$ cat src/rtl/audio_frame_clkgen_pkg.sv
// Shared encodings for the audio serial clock and frame generator.
package audio_frame_clkgen_pkg;
    // Framing of serial data relative to word select; code 2'b11 acts as standard.
    typedef enum logic [1:0] {
        FMT_STD   = 2'b00,
        FMT_LEFT  = 2'b01,
        FMT_RIGHT = 2'b10
    } frame_fmt_e;
endpackage

$ cat src/rtl/afc_bclk_div.sv
// Bit-clock divider. Counts source ticks; each time the count reaches the
// divide value (0 read as 1) the bit clock toggles and the count restarts.
// Assumes: the divide value is changed only while disabled.
module afc_bclk_div #(
    parameter int CW = 8
) (
    input  logic          clk,
    input  logic          rst_n,
    input  logic          en_i,
    input  logic          tick_i,
    input  logic [CW-1:0] div_i,
    output logic          bclk_o,
    output logic          fall_evt_o
);
    logic [CW-1:0] cnt;
    logic [CW-1:0] lim;
    logic          hit;

    // Effective divide value and terminal-count detect.
    always_comb begin
        lim = (div_i == '0) ? CW'(1) : div_i;
        hit = tick_i && (cnt >= lim - 1'b1);
    end

    // A falling edge is the toggle taken while the bit clock is high.
    assign fall_evt_o = en_i && hit && bclk_o;

    // Tick counter and bit-clock flop; cleared whenever disabled.
    always_ff @(posedge clk) begin
        if (!rst_n || !en_i) begin
            cnt    <= '0;
            bclk_o <= 1'b0;
        end else if (tick_i) begin
            if (hit) begin
                cnt    <= '0;
                bclk_o <= ~bclk_o;
            end else begin
                cnt <= cnt + 1'b1;
            end
        end
    end

    assert_idle_when_off_R3: assert property (@(posedge clk) disable iff (!rst_n)
        !$past(en_i) |-> (!bclk_o && cnt == '0))
        else $error("bit clock not idle after disable");

    assert_toggle_needs_tick_R4: assert property (@(posedge clk) disable iff (!rst_n)
        ($past(en_i) && bclk_o != $past(bclk_o)) |-> $past(tick_i))
        else $error("bit clock toggled without a source tick");
endmodule

$ cat src/rtl/afc_ws_count.sv
// Word-select counter. Counts bit-clock periods at each falling edge and
// flips word select after the programmed half-frame length (0 read as 1).
// Also raises the frame-start strobe and the gated converter trigger.
// Assumes: the divide value is changed only while disabled.
module afc_ws_count #(
    parameter int CW = 6
) (
    input  logic          clk,
    input  logic          rst_n,
    input  logic          en_i,
    input  logic          fall_evt_i,
    input  logic [CW-1:0] ws_div_i,
    input  logic          trig_en_i,
    output logic          ws_o,
    output logic [CW-1:0] half_len_o,
    output logic [CW-1:0] pos_next_o,
    output logic          ws_next_o,
    output logic          frame_start_o,
    output logic          trig_o
);
    logic [CW-1:0] bitcnt;
    logic          wrap;

    // Slot position and word-select level that the next falling edge produces.
    always_comb begin
        half_len_o    = (ws_div_i == '0) ? CW'(1) : ws_div_i;
        wrap          = bitcnt >= half_len_o - 1'b1;
        pos_next_o    = wrap ? '0 : bitcnt + 1'b1;
        ws_next_o     = wrap ? ~ws_o : ws_o;
        frame_start_o = fall_evt_i && wrap && ws_o;
    end

    // Bit counter, word-select flop and trigger pulse register.
    always_ff @(posedge clk) begin
        if (!rst_n || !en_i) begin
            bitcnt <= '0;
            ws_o   <= 1'b0;
            trig_o <= 1'b0;
        end else begin
            trig_o <= trig_en_i && fall_evt_i && wrap && !ws_o;
            if (fall_evt_i) begin
                bitcnt <= pos_next_o;
                ws_o   <= ws_next_o;
            end
        end
    end

    assert_ws_moves_on_fall_R2: assert property (@(posedge clk) disable iff (!rst_n)
        ($past(en_i) && ws_o != $past(ws_o)) |-> $past(fall_evt_i))
        else $error("word select moved off a bit-clock fall");

    assert_trig_on_ws_rise_R9: assert property (@(posedge clk) disable iff (!rst_n)
        trig_o |-> (ws_o && !$past(ws_o) && $past(trig_en_i)))
        else $error("trigger without a gated word-select rise");
endmodule

$ cat src/rtl/afc_shifter.sv
// Serial data shifter. On each bit-clock falling edge it picks the bit for
// the new slot from the held pair according to the framing. At frame start
// it loads the offered pair, or zeros plus a sticky underrun.
// Assumes: sample data is right-aligned in DW bits.
module afc_shifter
    import audio_frame_clkgen_pkg::*;
#(
    parameter int DW = 32,
    parameter int PW = 6
) (
    input  logic          clk,
    input  logic          rst_n,
    input  logic          en_i,
    input  logic          shift_evt_i,
    input  logic          frame_start_i,
    input  logic [PW-1:0] pos_i,
    input  logic          ws_next_i,
    input  logic [PW-1:0] half_len_i,
    input  logic [PW-1:0] width_i,
    input  logic [1:0]    fmt_i,
    input  logic          mono_i,
    input  logic          valid_i,
    input  logic [DW-1:0] left_i,
    input  logic [DW-1:0] right_i,
    output logic          sd_o,
    output logic          underrun_o
);
    localparam int QW = PW + 1;
    localparam int IW = (DW > 1) ? $clog2(DW) : 1;

    logic [DW-1:0] hold_l, hold_r, new_l, new_r, src;
    logic [QW-1:0] hl, q, qi, pp, wd, tail, idx;
    logic          ch_r, bit_on, bit_val;

    // Slot arithmetic: frame slot, framing shift, channel and data bit pick.
    always_comb begin
        hl    = {1'b0, half_len_i};
        q     = ws_next_i ? hl + {1'b0, pos_i} : {1'b0, pos_i};
        qi    = q;
        if (fmt_i != FMT_LEFT && fmt_i != FMT_RIGHT)
            qi = (q == '0) ? {hl[QW-2:0], 1'b0} - 1'b1 : q - 1'b1;
        ch_r  = qi >= hl;
        pp    = ch_r ? qi - hl : qi;
        wd    = (width_i == '0) ? QW'(1) : {1'b0, width_i};
        if (wd > hl) wd = hl;
        if (wd > QW'(DW)) wd = QW'(DW);
        tail  = hl - 1'b1 - pp;
        if (fmt_i == FMT_RIGHT) begin
            bit_on = tail < wd;
            idx    = tail;
        end else begin
            bit_on = pp < wd;
            idx    = wd - 1'b1 - pp;
        end
        new_l   = valid_i ? left_i : '0;
        new_r   = valid_i ? (mono_i ? left_i : right_i) : '0;
        src     = ch_r ? hold_r : (frame_start_i ? new_l : hold_l);
        bit_val = bit_on && src[idx[IW-1:0]];
    end

    // Output bit, held pair and sticky underrun; all cleared when disabled.
    always_ff @(posedge clk) begin
        if (!rst_n || !en_i) begin
            sd_o       <= 1'b0;
            hold_l     <= '0;
            hold_r     <= '0;
            underrun_o <= 1'b0;
        end else begin
            if (shift_evt_i) sd_o <= bit_val;
            if (frame_start_i) begin
                hold_l <= new_l;
                hold_r <= new_r;
                if (!valid_i) underrun_o <= 1'b1;
            end
        end
    end

    assert_underrun_sticky_R11: assert property (@(posedge clk) disable iff (!rst_n)
        ($past(underrun_o) && $past(en_i)) |-> underrun_o)
        else $error("underrun flag dropped while enabled");

    assert_underrun_cause_R11: assert property (@(posedge clk) disable iff (!rst_n)
        (underrun_o && !$past(underrun_o)) |-> ($past(frame_start_i) && !$past(valid_i)))
        else $error("underrun set without a missed sample");
endmodule

$ cat src/rtl/audio_frame_clkgen.sv
// Top of the audio serial clock and frame generator: source-tick select,
// bit-clock divider, word-select counter and data shifter.
// Assumes: configuration inputs change only while en_i is 0.
module audio_frame_clkgen
    import audio_frame_clkgen_pkg::*;
#(
    parameter int BCLK_W = 8,
    parameter int WS_W   = 6,
    parameter int DATA_W = 32
) (
    input  logic              clk,
    input  logic              rst_n,
    input  logic              en_i,
    input  logic              src_sel_i,
    input  logic              ext_tick_i,
    input  logic [BCLK_W-1:0] bclk_div_i,
    input  logic [WS_W-1:0]   ws_div_i,
    input  logic [WS_W-1:0]   width_i,
    input  logic [1:0]        fmt_i,
    input  logic              mono_i,
    input  logic              trig_en_i,
    input  logic              samp_valid_i,
    input  logic [DATA_W-1:0] samp_left_i,
    input  logic [DATA_W-1:0] samp_right_i,
    output logic              samp_ready_o,
    output logic              bclk_o,
    output logic              ws_o,
    output logic              sd_o,
    output logic              trig_o,
    output logic              underrun_o
);
    logic            tick, fall_evt, ws_next, frame_start;
    logic [WS_W-1:0] half_len, pos_next;

    // Source tick: every cycle, or the external strobe.
    assign tick         = src_sel_i ? ext_tick_i : 1'b1;
    assign samp_ready_o = frame_start;

    afc_bclk_div #(.CW(BCLK_W)) u_bclk (
        .clk(clk), .rst_n(rst_n), .en_i(en_i), .tick_i(tick),
        .div_i(bclk_div_i), .bclk_o(bclk_o), .fall_evt_o(fall_evt)
    );

    afc_ws_count #(.CW(WS_W)) u_ws (
        .clk(clk), .rst_n(rst_n), .en_i(en_i), .fall_evt_i(fall_evt),
        .ws_div_i(ws_div_i), .trig_en_i(trig_en_i), .ws_o(ws_o),
        .half_len_o(half_len), .pos_next_o(pos_next), .ws_next_o(ws_next),
        .frame_start_o(frame_start), .trig_o(trig_o)
    );

    afc_shifter #(.DW(DATA_W), .PW(WS_W)) u_shift (
        .clk(clk), .rst_n(rst_n), .en_i(en_i), .shift_evt_i(fall_evt),
        .frame_start_i(frame_start), .pos_i(pos_next), .ws_next_i(ws_next),
        .half_len_i(half_len), .width_i(width_i), .fmt_i(fmt_i),
        .mono_i(mono_i), .valid_i(samp_valid_i), .left_i(samp_left_i),
        .right_i(samp_right_i), .sd_o(sd_o), .underrun_o(underrun_o)
    );

    assert_sd_on_fall_R12: assert property (@(posedge clk) disable iff (!rst_n)
        ($past(en_i) && sd_o != $past(sd_o)) |-> ($past(bclk_o) && !bclk_o))
        else $error("serial data moved off a bit-clock fall");

    assert_ready_before_ws_fall_R10: assert property (@(posedge clk) disable iff (!rst_n)
        samp_ready_o |=> (!ws_o && $past(ws_o)))
        else $error("ready not followed by a word-select fall");
endmodule

$ cat config.mk
export PLATFORM = sky130hd
export DESIGN_NAME = audio_frame_clkgen
export DESIGN_NICKNAME = d
export VERILOG_FILES = /design/src/rtl/audio_frame_clkgen_pkg.sv /design/src/rtl/afc_bclk_div.sv /design/src/rtl/afc_ws_count.sv /design/src/rtl/afc_shifter.sv /design/src/rtl/audio_frame_clkgen.sv
export SDC_FILE = /design/constraint.sdc
export NUM_CORES = 1
export LEC_CHECK = 0
export BUFFER_PORTS_ARGS = -buffer_cell sky130_fd_sc_hd__buf_2
export CAP_MARGIN = 10
export CORE_UTILIZATION = 30
export DETAILED_ROUTE_END_ITERATION = 8
export PLACE_DENSITY = 0.59
export SYNTH_ARGS = -nofsm -noshare
export SYNTH_HDL_FRONTEND = slang
export SYNTH_HIERARCHICAL = 1
export SYNTH_SLANG_ARGS = --single-unit
$ cat constraint.sdc
create_clock -name clk -period 17.9 [get_ports clk]
set_input_delay 0.895 -clock clk [delete_from_list [all_inputs] [get_ports clk]]
set_output_delay 0.895 -clock clk [all_outputs]
set_load 0.02 [all_outputs]
==> results of run 1 <==
-- per-layer routing --
| layer | GRT usage | vias up | share of wire |
|---|---|---|---|
| li1 | - | 2953 | - |
| met1 | 0.226 | 2819 | 0.48 |
| met2 | 0.259 | 135 | 0.46 |
| met3 | 0.0258 | 12 | 0.049 |
| met4 | 0.0360 | 0 | 0.0086 |
| met5 | 0 | - | 0 |
-- through the flow --
stage,hold WS [ns],util,worst slack [ns],instance area (um^2)
finish,0.481,0.356,7.59,7750
floorplan,0.445,-,8.57,6640
global placement,0.452,0.340,7.51,7390
CTS,0.478,0.356,7.64,7750
detailed placement,0.459,0.340,7.28,7390
global route,0.491,0.356,6.82,7750
-- worst register-to-register path, delay by kind of cell, from the launching register on --
family	cells	cell delay, ns
flops	1	0.43
fa+ha+maj	5	1.54
simple gates	6	1.52
compound gates	9	3.15
mux	8	2.25
buf+inv	1	0.07
xor+xnor	1	0.08
-- worst paths after layout --
| path | startpoint | to | slack, ns | cells past startpoint |
|---|---|---|---|---|
| worst min-delay path | u_shift/underrun_o | u_shift/underrun_o | 0.48 | 2 |
| worst max register to register | u_ws/bitcnt[0] | u_shift/sd_o | 8.77 | 30 |
| worst max-delay path | ws_div_i[2] | u_shift/sd_o | 7.59 | 38 |
| worst min register to register | u_shift/underrun_o | u_shift/underrun_o | 0.48 | 2 |
-- placed cells by master (no fill, tap or decap), types with 4 or more instances in the layout --
master / count
nor2_1: 113
buf_2: 99
dfxtp_1: 83
a22oi_1: 66
ha_1: 61
a21oi_1: 43
mux2_2: 43
nand2_1: 35
inv_1: 33
mux2i_1: 26
o21ai_0: 21
xnor2_1: 19
xor2_1: 14
mux4_2: 14
nor3_1: 12
nand2b_1: 11
nor2b_1: 11
nand3_1: 10
clkbuf_16: 9
buf_4: 8
a211oi_1: 8
and3_1: 7
a21o_1: 6
and2_1: 5
nand4_1: 4
nand3b_1: 4
o21bai_1: 4
fa_1: 4
-- synthesized netlist by cell type, types with 6 or more instances --
library cell	n	share of area
a211oi_1	8	0.0090
a21o_1	6	0.0068
a21oi_1	43	0.032
a22oi_1	66	0.075
and2_1	6	0.0057
and3_1	7	0.0066
buf_1	7	0.0040
buf_2	9	0.0068
clkbuf_1	24	0.014
dfxtp_1	83	0.25
ha_1	61	0.11
inv_1	33	0.019
mux2_2	43	0.073
mux2i_1	27	0.041
mux4_2	14	0.048
nand2_1	36	0.020
nand2b_1	11	0.010
nand3_1	10	0.0075
nor2_1	113	0.064
nor2b_1	11	0.010
nor3_1	12	0.0090
o21ai_0	21	0.016
xnor2_1	19	0.025
xor2_1	14	0.018
-- layout make-up --
cell class                 instances  area [um^2]  share of cell area
clock buffer                      11          253              0.0326
clock inverter                     5          108              0.0139
inverter                          34          128              0.0165
multi-input combinational        606         4690               0.606
sequential                        83         1660               0.214
tap                              280          350              0.0452
timing repair buffer             107          556              0.0717
-- sequential cells by signal, indices dropped and copies added, names as in the netlist --
signal / flops
u_ws/ws_o: 1
u_ws/bitcnt: 6
u_shift/underrun_o: 1
u_ws/trig_o: 1
u_shift/hold_r: 32
u_bclk/bclk_o: 1
u_bclk/cnt: 8
u_shift/sd_o: 1
u_shift/hold_l: 32
-- power breakdown --
part / internal [mW] / switching (mW) / leakage, nW / total (mW)
combinational: 0.0723 / 0.0930 / 2.25 / 0.165
clock: 0.145 / 0.0756 / 0.176 / 0.220
sequential: 0.185 / 0.000277 / 0.668 / 0.185
total: 0.402 / 0.169 / 3.10 / 0.571
-- logic make-up (layout without fill, tap and decap cells) --
family,count (synthesis),count (layout)
AND/OR/NAND/NOR,239,239
AO/OA/AOI/OAI,183,183
multiplexers,86,86
flip-flops,83,83
buffers and inverters,74,157
adder cells (fa/ha/maj),65,65
XOR/XNOR,33,33
==> impl_metrics.json, run 1 <==
{
  "synthesis.area_mm2": 0.00664,
  "synth.distinct_cells": 71,
  "period_minus_slack_ns": 10.31,
  "fmax_ghz": 0.0970,
  "dp_hpwl_um": 13400,
  "wl_per_cell_um": 15.6,
  "ys_seq_area_frac": 0.250,
  "min-delay-path-class": "reg2reg",
  "syn_inst": 763,
  "path_class": "in2reg",
  "yosys_most_used_dff": "dfxtp_1",
  "p_per_area_mw_per_mm2": 73.6,
  "cts_max_level": 3,
  "routed_via_density": 5.26,
  "grt_pass1_wl_um": 28900,
  "grt_use_total": 0.162,
  "worstPathRequired_ns": 18.14,
  "cap_violations": 0,
  "p_leak_nw": 3.10,
  "dieArea_mm2": 0.0227,
  "rows": 54,
  "syn_nets": 922,
  "postCtsSetupRepairBufs": 0,
  "nFillCells": 2257,
  "cp_num_buf_inv": 3,
  "synth_edf_count": 0,
  "io_pins": 100,
  "die_y_um": 151,
  "synth_mux_area_frac": 0.166,
  "finalHoldViolCount": 0,
  "clock-sinks": 83,
  "slew_headroom": 0.255,
  "clockBufferDepth": 2,
  "timing.setup.tns_ns": 0,
  "num_antenna_cells": 0,
  "drtPass1Iterations": 5,
  "grt_pass1_vias": 5542,
  "cts_tree": "done",
  "startpoint_type": "input port",
  "dp.cells": 1110,
  "fin_cells": 1126,
  "fp.dieW_um": 151,
  "timing.final.crit_share": 0.576,
  "setup_viol_count_final": 0,
  "route.detailed.drc": 0,
  "cpPeakStageDelay_ns": 0.80,
  "initialDrtViolationCount": 423,
  "synth_adder_area_share": 0.127,
  "clkLatencyLatePin_ns": 0.34,
  "synth-xor-area-share": 0.0435,
  "cts_resized": 0,
  "wl_um": 17600,
  "synth_seq_cells": 83,
  "ant_nets": 0,
  "critPathTopFamily": "compound AO/OA/AOI/OAI gates",
  "vias": 5919,
  "cts_inserted_buffers": 9,
  "antenna_found_initial": 0,
  "power.total_uw": 571,
  "core_mm2": 0.0218,
  "skew_ns": 0.00939,
  "status": "completed",
  "gp_congestion": 0.871,
  "cp_slowest_cell": "a21oi_2",
  "avgSynthCellArea_um2": 8.70,
  "grt_start_max_net_pins": 67,
  "async_flop_share": 0,
  "ys.warnings.count": 6,
  "tightest_slew_ns": 1.12,
  "fin_nets": 1000,
  "hold_buffers": 0,
  "portBuffers": 99,
  "clk_pin_slew_worst_paths_ns": 0.06,
  "synth_compound_area_frac": 0.192,
  "vdd_ir_drop_max_mv": 0.0471,
  "initial_core_util": 0.305,
  "rsz0062_at_grt": "no",
  "drive_gt1_frac": 0.236,
  "syn2layout_area_growth_pct": 16.8,
  "final_max_slew_viol_count": 0,
  "root_buffer": "clkbuf_16",
  "crit_path_max_fanout": 17,
  "arrival_ns": 10.55,
  "synthSimpleGateAreaFrac": 0.177,
  "synth_top_family_by_area": "compound AO/OA/AOI/OAI gates",
  "overflow": 0,
  "end_kind": "flip-flop"
}
No activity file was read; power rests on OpenSTA's default activity.
==> run 2: changes to the inputs <==
- PLACE_DENSITY: 0.59 -> 0.61
- clock period: 17.9 -> 9.3 ns (I/O delays scaled with it)
==> run 2 against run 1 <==
- register-to-register slack got worse by 7.5 ns
- setup slack got worse by 7.0 ns
- hold slack got worse by 0.087 ns
- sequential share of layout area decreased by 0.31 points
- clock-buffer cell count decreased by 2
- via count decreased by 0.47%
- wire length decreased by 1.2%
- utilization increased by 0.52 points
- first-iteration DRC count increased by 5.2%
- non-clock buffer count increased by 18
- global-route usage decreased by 0.28 points
- design area increased by 1.5%
- critical path type unchanged
==> impl_metrics.json, run 2 (synthesized netlist as in run 1, its figures left out) <==
{
  "status": "completed",
  "p_per_area_mw_per_mm2": 134,
  "wl_met2_um": 7930,
  "rows": 54,
  "crit_start": "ws_div_i[2]",
  "largestRegisters": "u_shift/hold_l x32, u_shift/hold_r x32, u_bclk/cnt x8",
  "initial_core_util": 0.305,
  "dp_hpwl_um": 13300,
  "dieArea_mm2": 0.0227,
  "r2r_end": "u_shift/sd_o",
  "power.total_mw": 1.05,
  "skew_ns": 0.0130,
  "ant_nets": 0,
  "clock-sinks": 83,
  "fin_nets": 1018,
  "antenna_found_initial": 0,
  "cts_tree": "done",
  "r2r_setup_slack_ns": 1.24,
  "core_mm2": 0.0218,
  "arrival_ns": 8.90,
  "power_frac_seq": 0.338,
  "initialDrtViolationCount": 445,
  "finalHoldViolCount": 0,
  "routed_via_density": 5.15,
  "overflow": 0,
  "rsz0062_at_grt": "no",
  "min-delay-path-class": "in2reg",
  "wl_met1_um": 8430,
  "fmax_ghz": 0.115,
  "io_pins": 100,
  "drtPass1Iterations": 4,
  "swShare": 0.327,
  "startpoint_type": "input port",
  "gp_congestion": 0.915,
  "period_minus_slack_ns": 8.66,
  "cts_inserted_buffers": 9,
  "vdd_ir_drop_max_mv": 0.100,
  "tightest_slew_ns": 0.829,
  "final_common_cell": "nor2_1",
  "grt_start_max_net_pins": 67,
  "grt_use_total": 0.159,
  "timing.setup.tns_ns": 0,
  "power_frac_comb": 0.332,
  "rr_startpoint": "u_ws/bitcnt[0]",
  "reg2regPathDepth": 34,
  "worstPathRequired_ns": 9.54,
  "grt_pass1_wl_um": 28600,
  "p_leak_nw": 3.17,
  "portBuffers": 99,
  "vias": 5891,
  "fp.dieW_um": 151,
  "worst_path_most_repeated_cell": "ha_1",
  "root_buffer": "clkbuf_16",
  "cap_violations": 0,
  "clk_pin_slew_worst_paths_ns": 0.07,
  "top_layer_used": "met4",
  "cp_slowest_cell": "fa_1",
  "timing.final.crit_share": 0.932,
  "drive_gt1_frac": 0.259,
  "end_kind": "flip-flop",
  "endpoint": "u_shift/sd_o",
  "wl_per_cell_um": 15.2,
  "clkLatencyLatePin_ns": 0.34,
  "syn2layout_area_growth_pct": 18.5,
  "internal-power_uw": 709,
  "cpPeakStageDelay_ns": 0.41,
  "crit_path_max_fanout": 9,
  "wl_um": 17400,
  "mostFrequentLayoutCells": "112 x nor2_1, 99 x buf_2, 83 x dfxtp_1",
  "clockBufferDepth": 2,
  "cts_max_level": 3,
  "met3RoutedLength_um": 880,
  "slew_headroom": 0.443,
  "grt_pass1_vias": 5537,
  "num_antenna_cells": 0,
  "final_max_slew_viol_count": 0,
  "path_class": "in2reg",
  "die_y_um": 151,
  "setup_viol_count_final": 0,
  "route.detailed.drc": 0,
  "p_clk_frac": 0.330,
  "p_sw_uw": 344
}
==> run 2: cell count changes in the layout (fill, tap and decap cells not counted), sizes merged <==
| cell | previous run | this run |
|---|---|---|
| inv | 34 | 39 |
| buf | 107 | 125 |
| bufinv | 3 | 0 |
| clkinvlp | 0 | 1 |
| clkbuf | 11 | 9 |
| clkinv | 2 | 1 |
==> run 2: timing repair <==
item / 4_1_cts / 5_1_grt
setup endpoints to repair: 0 / 1
hold buffers: 0 / 0
gates resized for setup: 0 / 6
endpoints found under the hold margin: 0 / 0
setup buffers: 0 / 10
==> run 2: power by group through the flow <==
stage | combinational [mW] | clock (mW) | sequential, mW
6_report | 0.350 | 0.347 | 0.356
5_1_grt | 0.387 | 0.372 | 0.356
4_1_cts | 0.321 | 0.355 | 0.356
3_5_place_dp | 0.319 | 0 | 0.364
3_3_place_gp | 0.317 | 0 | 0.364
2_1_floorplan | 0.231 | 0 | 0.364
==> run 2: layer usage <==
metal,global-route usage,vias up
met5,0,-
met2,0.249,145
met1,0.226,2753
met4,0.0305,0
li1,-,2985
met3,0.0288,8
==> run 2: worst max-delay path: cells and delay by family <==
kind / cells / cell delay (ns)
AOI/OAI and AO/OA: 16 / 3.38
adders and majority gates: 7 / 1.96
and+or+nand+nor: 9 / 1.43
muxes: 4 / 0.90
buffers and inverters: 3 / 0.40
xor gates and xnor gates: 2 / 0.36
==> run 2: final cells by class <==
class	instances	area, um^2
Tap cell	280	350
Clock buffer	9	225
Fill cell	2234	13900
Multi-Input combinational cell	606	4720
Clock inverter	7	62.6
Timing Repair Buffer	125	716
Inverter	34	128
Sequential cell	83	1660
==> run 2: worst min path at each step <==
stage,start,end,slack [ns],cells after the start
after global routing,samp_left_i[19],u_shift/hold_l[19],0.39,3
after CTS,samp_left_i[19],u_shift/hold_l[19],0.39,3
after floorplan,u_shift/hold_l[26],u_shift/hold_l[26],0.45,2
after detailed placement,u_shift/underrun_o,u_shift/underrun_o,0.47,2
after global placement,u_shift/underrun_o,u_shift/underrun_o,0.45,2
final,samp_left_i[19],u_shift/hold_l[19],0.39,3
==> run 2: stage by stage <==
step | util | area (um^2) | hold WS (ns) | setup WS [ns] | instances
2_1_floorplan | - | 6640 | 0.445 | 0.403 | 763
3_3_place_gp | 0.342 | 7450 | 0.455 | 0.133 | 1118
3_5_place_dp | 0.342 | 7450 | 0.465 | -0.144 | 1118
4_1_cts | 0.356 | 7740 | 0.389 | 0.195 | 1134
5_1_grt | 0.361 | 7860 | 0.391 | 0.00554 | 1144
6_report | 0.361 | 7860 | 0.394 | 0.636 | 1144
==> run 3: changes to the inputs <==
- MAX_ROUTING_LAYER: not set -> met4
==> run 3 against run 2 <==
- sequential share of layout area decreased by 0.090 points
- hold slack lost 0.021 ns
- wire length increased by 1.9%
- highest routed layer unchanged
==> impl_metrics.json, run 3 (synthesized netlist as in run 1, its figures left out) <==
{
  "startpoint_type": "input port",
  "clkLatencyLatePin_ns": 0.35,
  "mostFrequentLayoutCells": "113 x nor2_1, 99 x buf_2, 83 x dfxtp_1",
  "slew_headroom": 0.427,
  "dieArea_mm2": 0.0227,
  "cts_max_level": 3,
  "grt_pass1_vias": 5679,
  "wl_um": 17700,
  "antenna_found_initial": 1,
  "portBuffers": 99,
  "crit_path_max_fanout": 8,
  "grt_pass1_wl_um": 29000,
  "holdWs_ns": 0.373,
  "period_minus_slack_ns": 8.51,
  "cts_tree": "done",
  "final_max_slew_viol_count": 0,
  "finalHoldViolCount": 0,
  "tightest_slew_ns": 0.854,
  "gp_congestion": 0.930,
  "worstPathRequired_ns": 9.55,
  "rows": 54,
  "clock-sinks": 83,
  "grt_use_total": 0.166,
  "skew_ns": 0.00958,
  "cts_inserted_buffers": 9,
  "setup_viol_count_final": 0,
  "vdd_ir_drop_max_mv": 0.102,
  "syn2layout_area_growth_pct": 19.0,
  "dp_hpwl_um": 13500,
  "postPlaceCellArea_mm2": 0.00748,
  "timing.final.crit_share": 0.915,
  "initialDrtViolationCount": 381,
  "vias": 5935,
  "largestRegisters": "u_shift/hold_l x32, u_shift/hold_r x32, u_bclk/cnt x8",
  "fin_nets": 1021,
  "die_y_um": 151,
  "arrival_ns": 8.76,
  "routed_via_density": 5.17,
  "final_area_mm2": 0.00790,
  "cp_slowest_cell": "mux2_2",
  "drive_gt1_frac": 0.260,
  "clockBufferDepth": 2,
  "path_class": "in2reg",
  "cap_violations": 0,
  "initial_core_util": 0.305,
  "rsz0062_at_grt": "no",
  "clk_pin_slew_worst_paths_ns": 0.06,
  "grt_start_max_net_pins": 67,
  "drtPass1Iterations": 5,
  "core_mm2": 0.0218,
  "io_pins": 100,
  "fmax_ghz": 0.118,
  "root_buffer": "clkbuf_16",
  "overflow": 0,
  "cpPeakStageDelay_ns": 0.41,
  "ant_nets": 0,
  "route.detailed.drc": 0,
  "worst_path_most_repeated_cell": "ha_1",
  "min-delay-path-class": "in2reg",
  "final_common_cell": "nor2_1",
  "p_per_area_mw_per_mm2": 134,
  "end_kind": "flip-flop",
  "fp.dieW_um": 151,
  "status": "completed",
  "p_leak_nw": 3.19,
  "wl_per_cell_um": 15.4
}
[run 3: cell types whose count changed in the layout (fill, tap and decap cells not counted), sizes merged]
cell and change:
buf +3, clkbuf +6, clkinv +1, clkinvlp -1
diode +1, inv -6
[run 3: worst paths after layout]
check | slack, ns | cells after the start | from | to
min reg2reg | 0.50 | 2 | u_shift/underrun_o | u_shift/underrun_o
min | 0.37 | 3 | trig_en_i | u_ws/trig_o
max | 0.79 | 41 | ws_div_i[2] | u_shift/sd_o
max reg2reg | 1.44 | 34 | u_ws/bitcnt[0] | u_shift/sd_o
[run 3: routing by layer]
| metal | wire (um) | share of wire | GRT usage |
|---|---|---|---|
| met1 | 8720 | 0.49 | 0.228 |
| met2 | 8050 | 0.45 | 0.253 |
| met3 | 767 | 0.043 | 0.0261 |
| met4 | 165 | 0.0093 | 0.0380 |
| met5 | 0 | 0 | - |
[run 3: per-stage QoR]
step | power [mW] | setup WS, ns | instances | utilization | setup TNS [ns]
floorplan | 0.595 | 0.403 | 763 | - | 0
global placement | 0.687 | 0.142 | 1122 | 0.344 | 0
detailed placement | 0.689 | -0.0655 | 1122 | 0.344 | -0.0655
CTS | 1.04 | 0.297 | 1138 | 0.357 | 0
global route | 1.12 | 0.0179 | 1148 | 0.363 | 0
finish | 1.06 | 0.792 | 1148 | 0.363 | 0
[run 3: report_power, final]
part / total [mW] / internal [mW] / switching (mW)
clock: 0.352 / 0.210 / 0.142
combinational: 0.352 / 0.167 / 0.185
sequential: 0.356 / 0.356 / 0.000524
[run 3: cell type report]
class,count,area [um^2]
antenna,1,2.50
clock buffer,15,288
clock inverter,1,5.00
fill,2266,13900
inverter,34,128
multi-input combinational,606,4720
sequential,83,1660
tap,280,350
timing repair buffer,128,738
[run 3: critical path, delay by kind of cell]
| kind | cells | cell delay (ns) |
|---|---|---|
| multiplexers | 3 | 0.81 |
| AND/OR/NAND/NOR | 11 | 1.60 |
| AO/OA/AOI/OAI | 16 | 3.37 |
| buffers and inverters | 2 | 0.18 |
| XOR/XNOR | 2 | 0.24 |
| adder cells (fa/ha/maj) | 7 | 2.06 |
[run 3: repair_timing]
item	4_1_cts	5_1_grt
buffers inserted	0	9
endpoints found under the setup margin	0	1
hold buffers	0	0
gates resized for setup	0	6
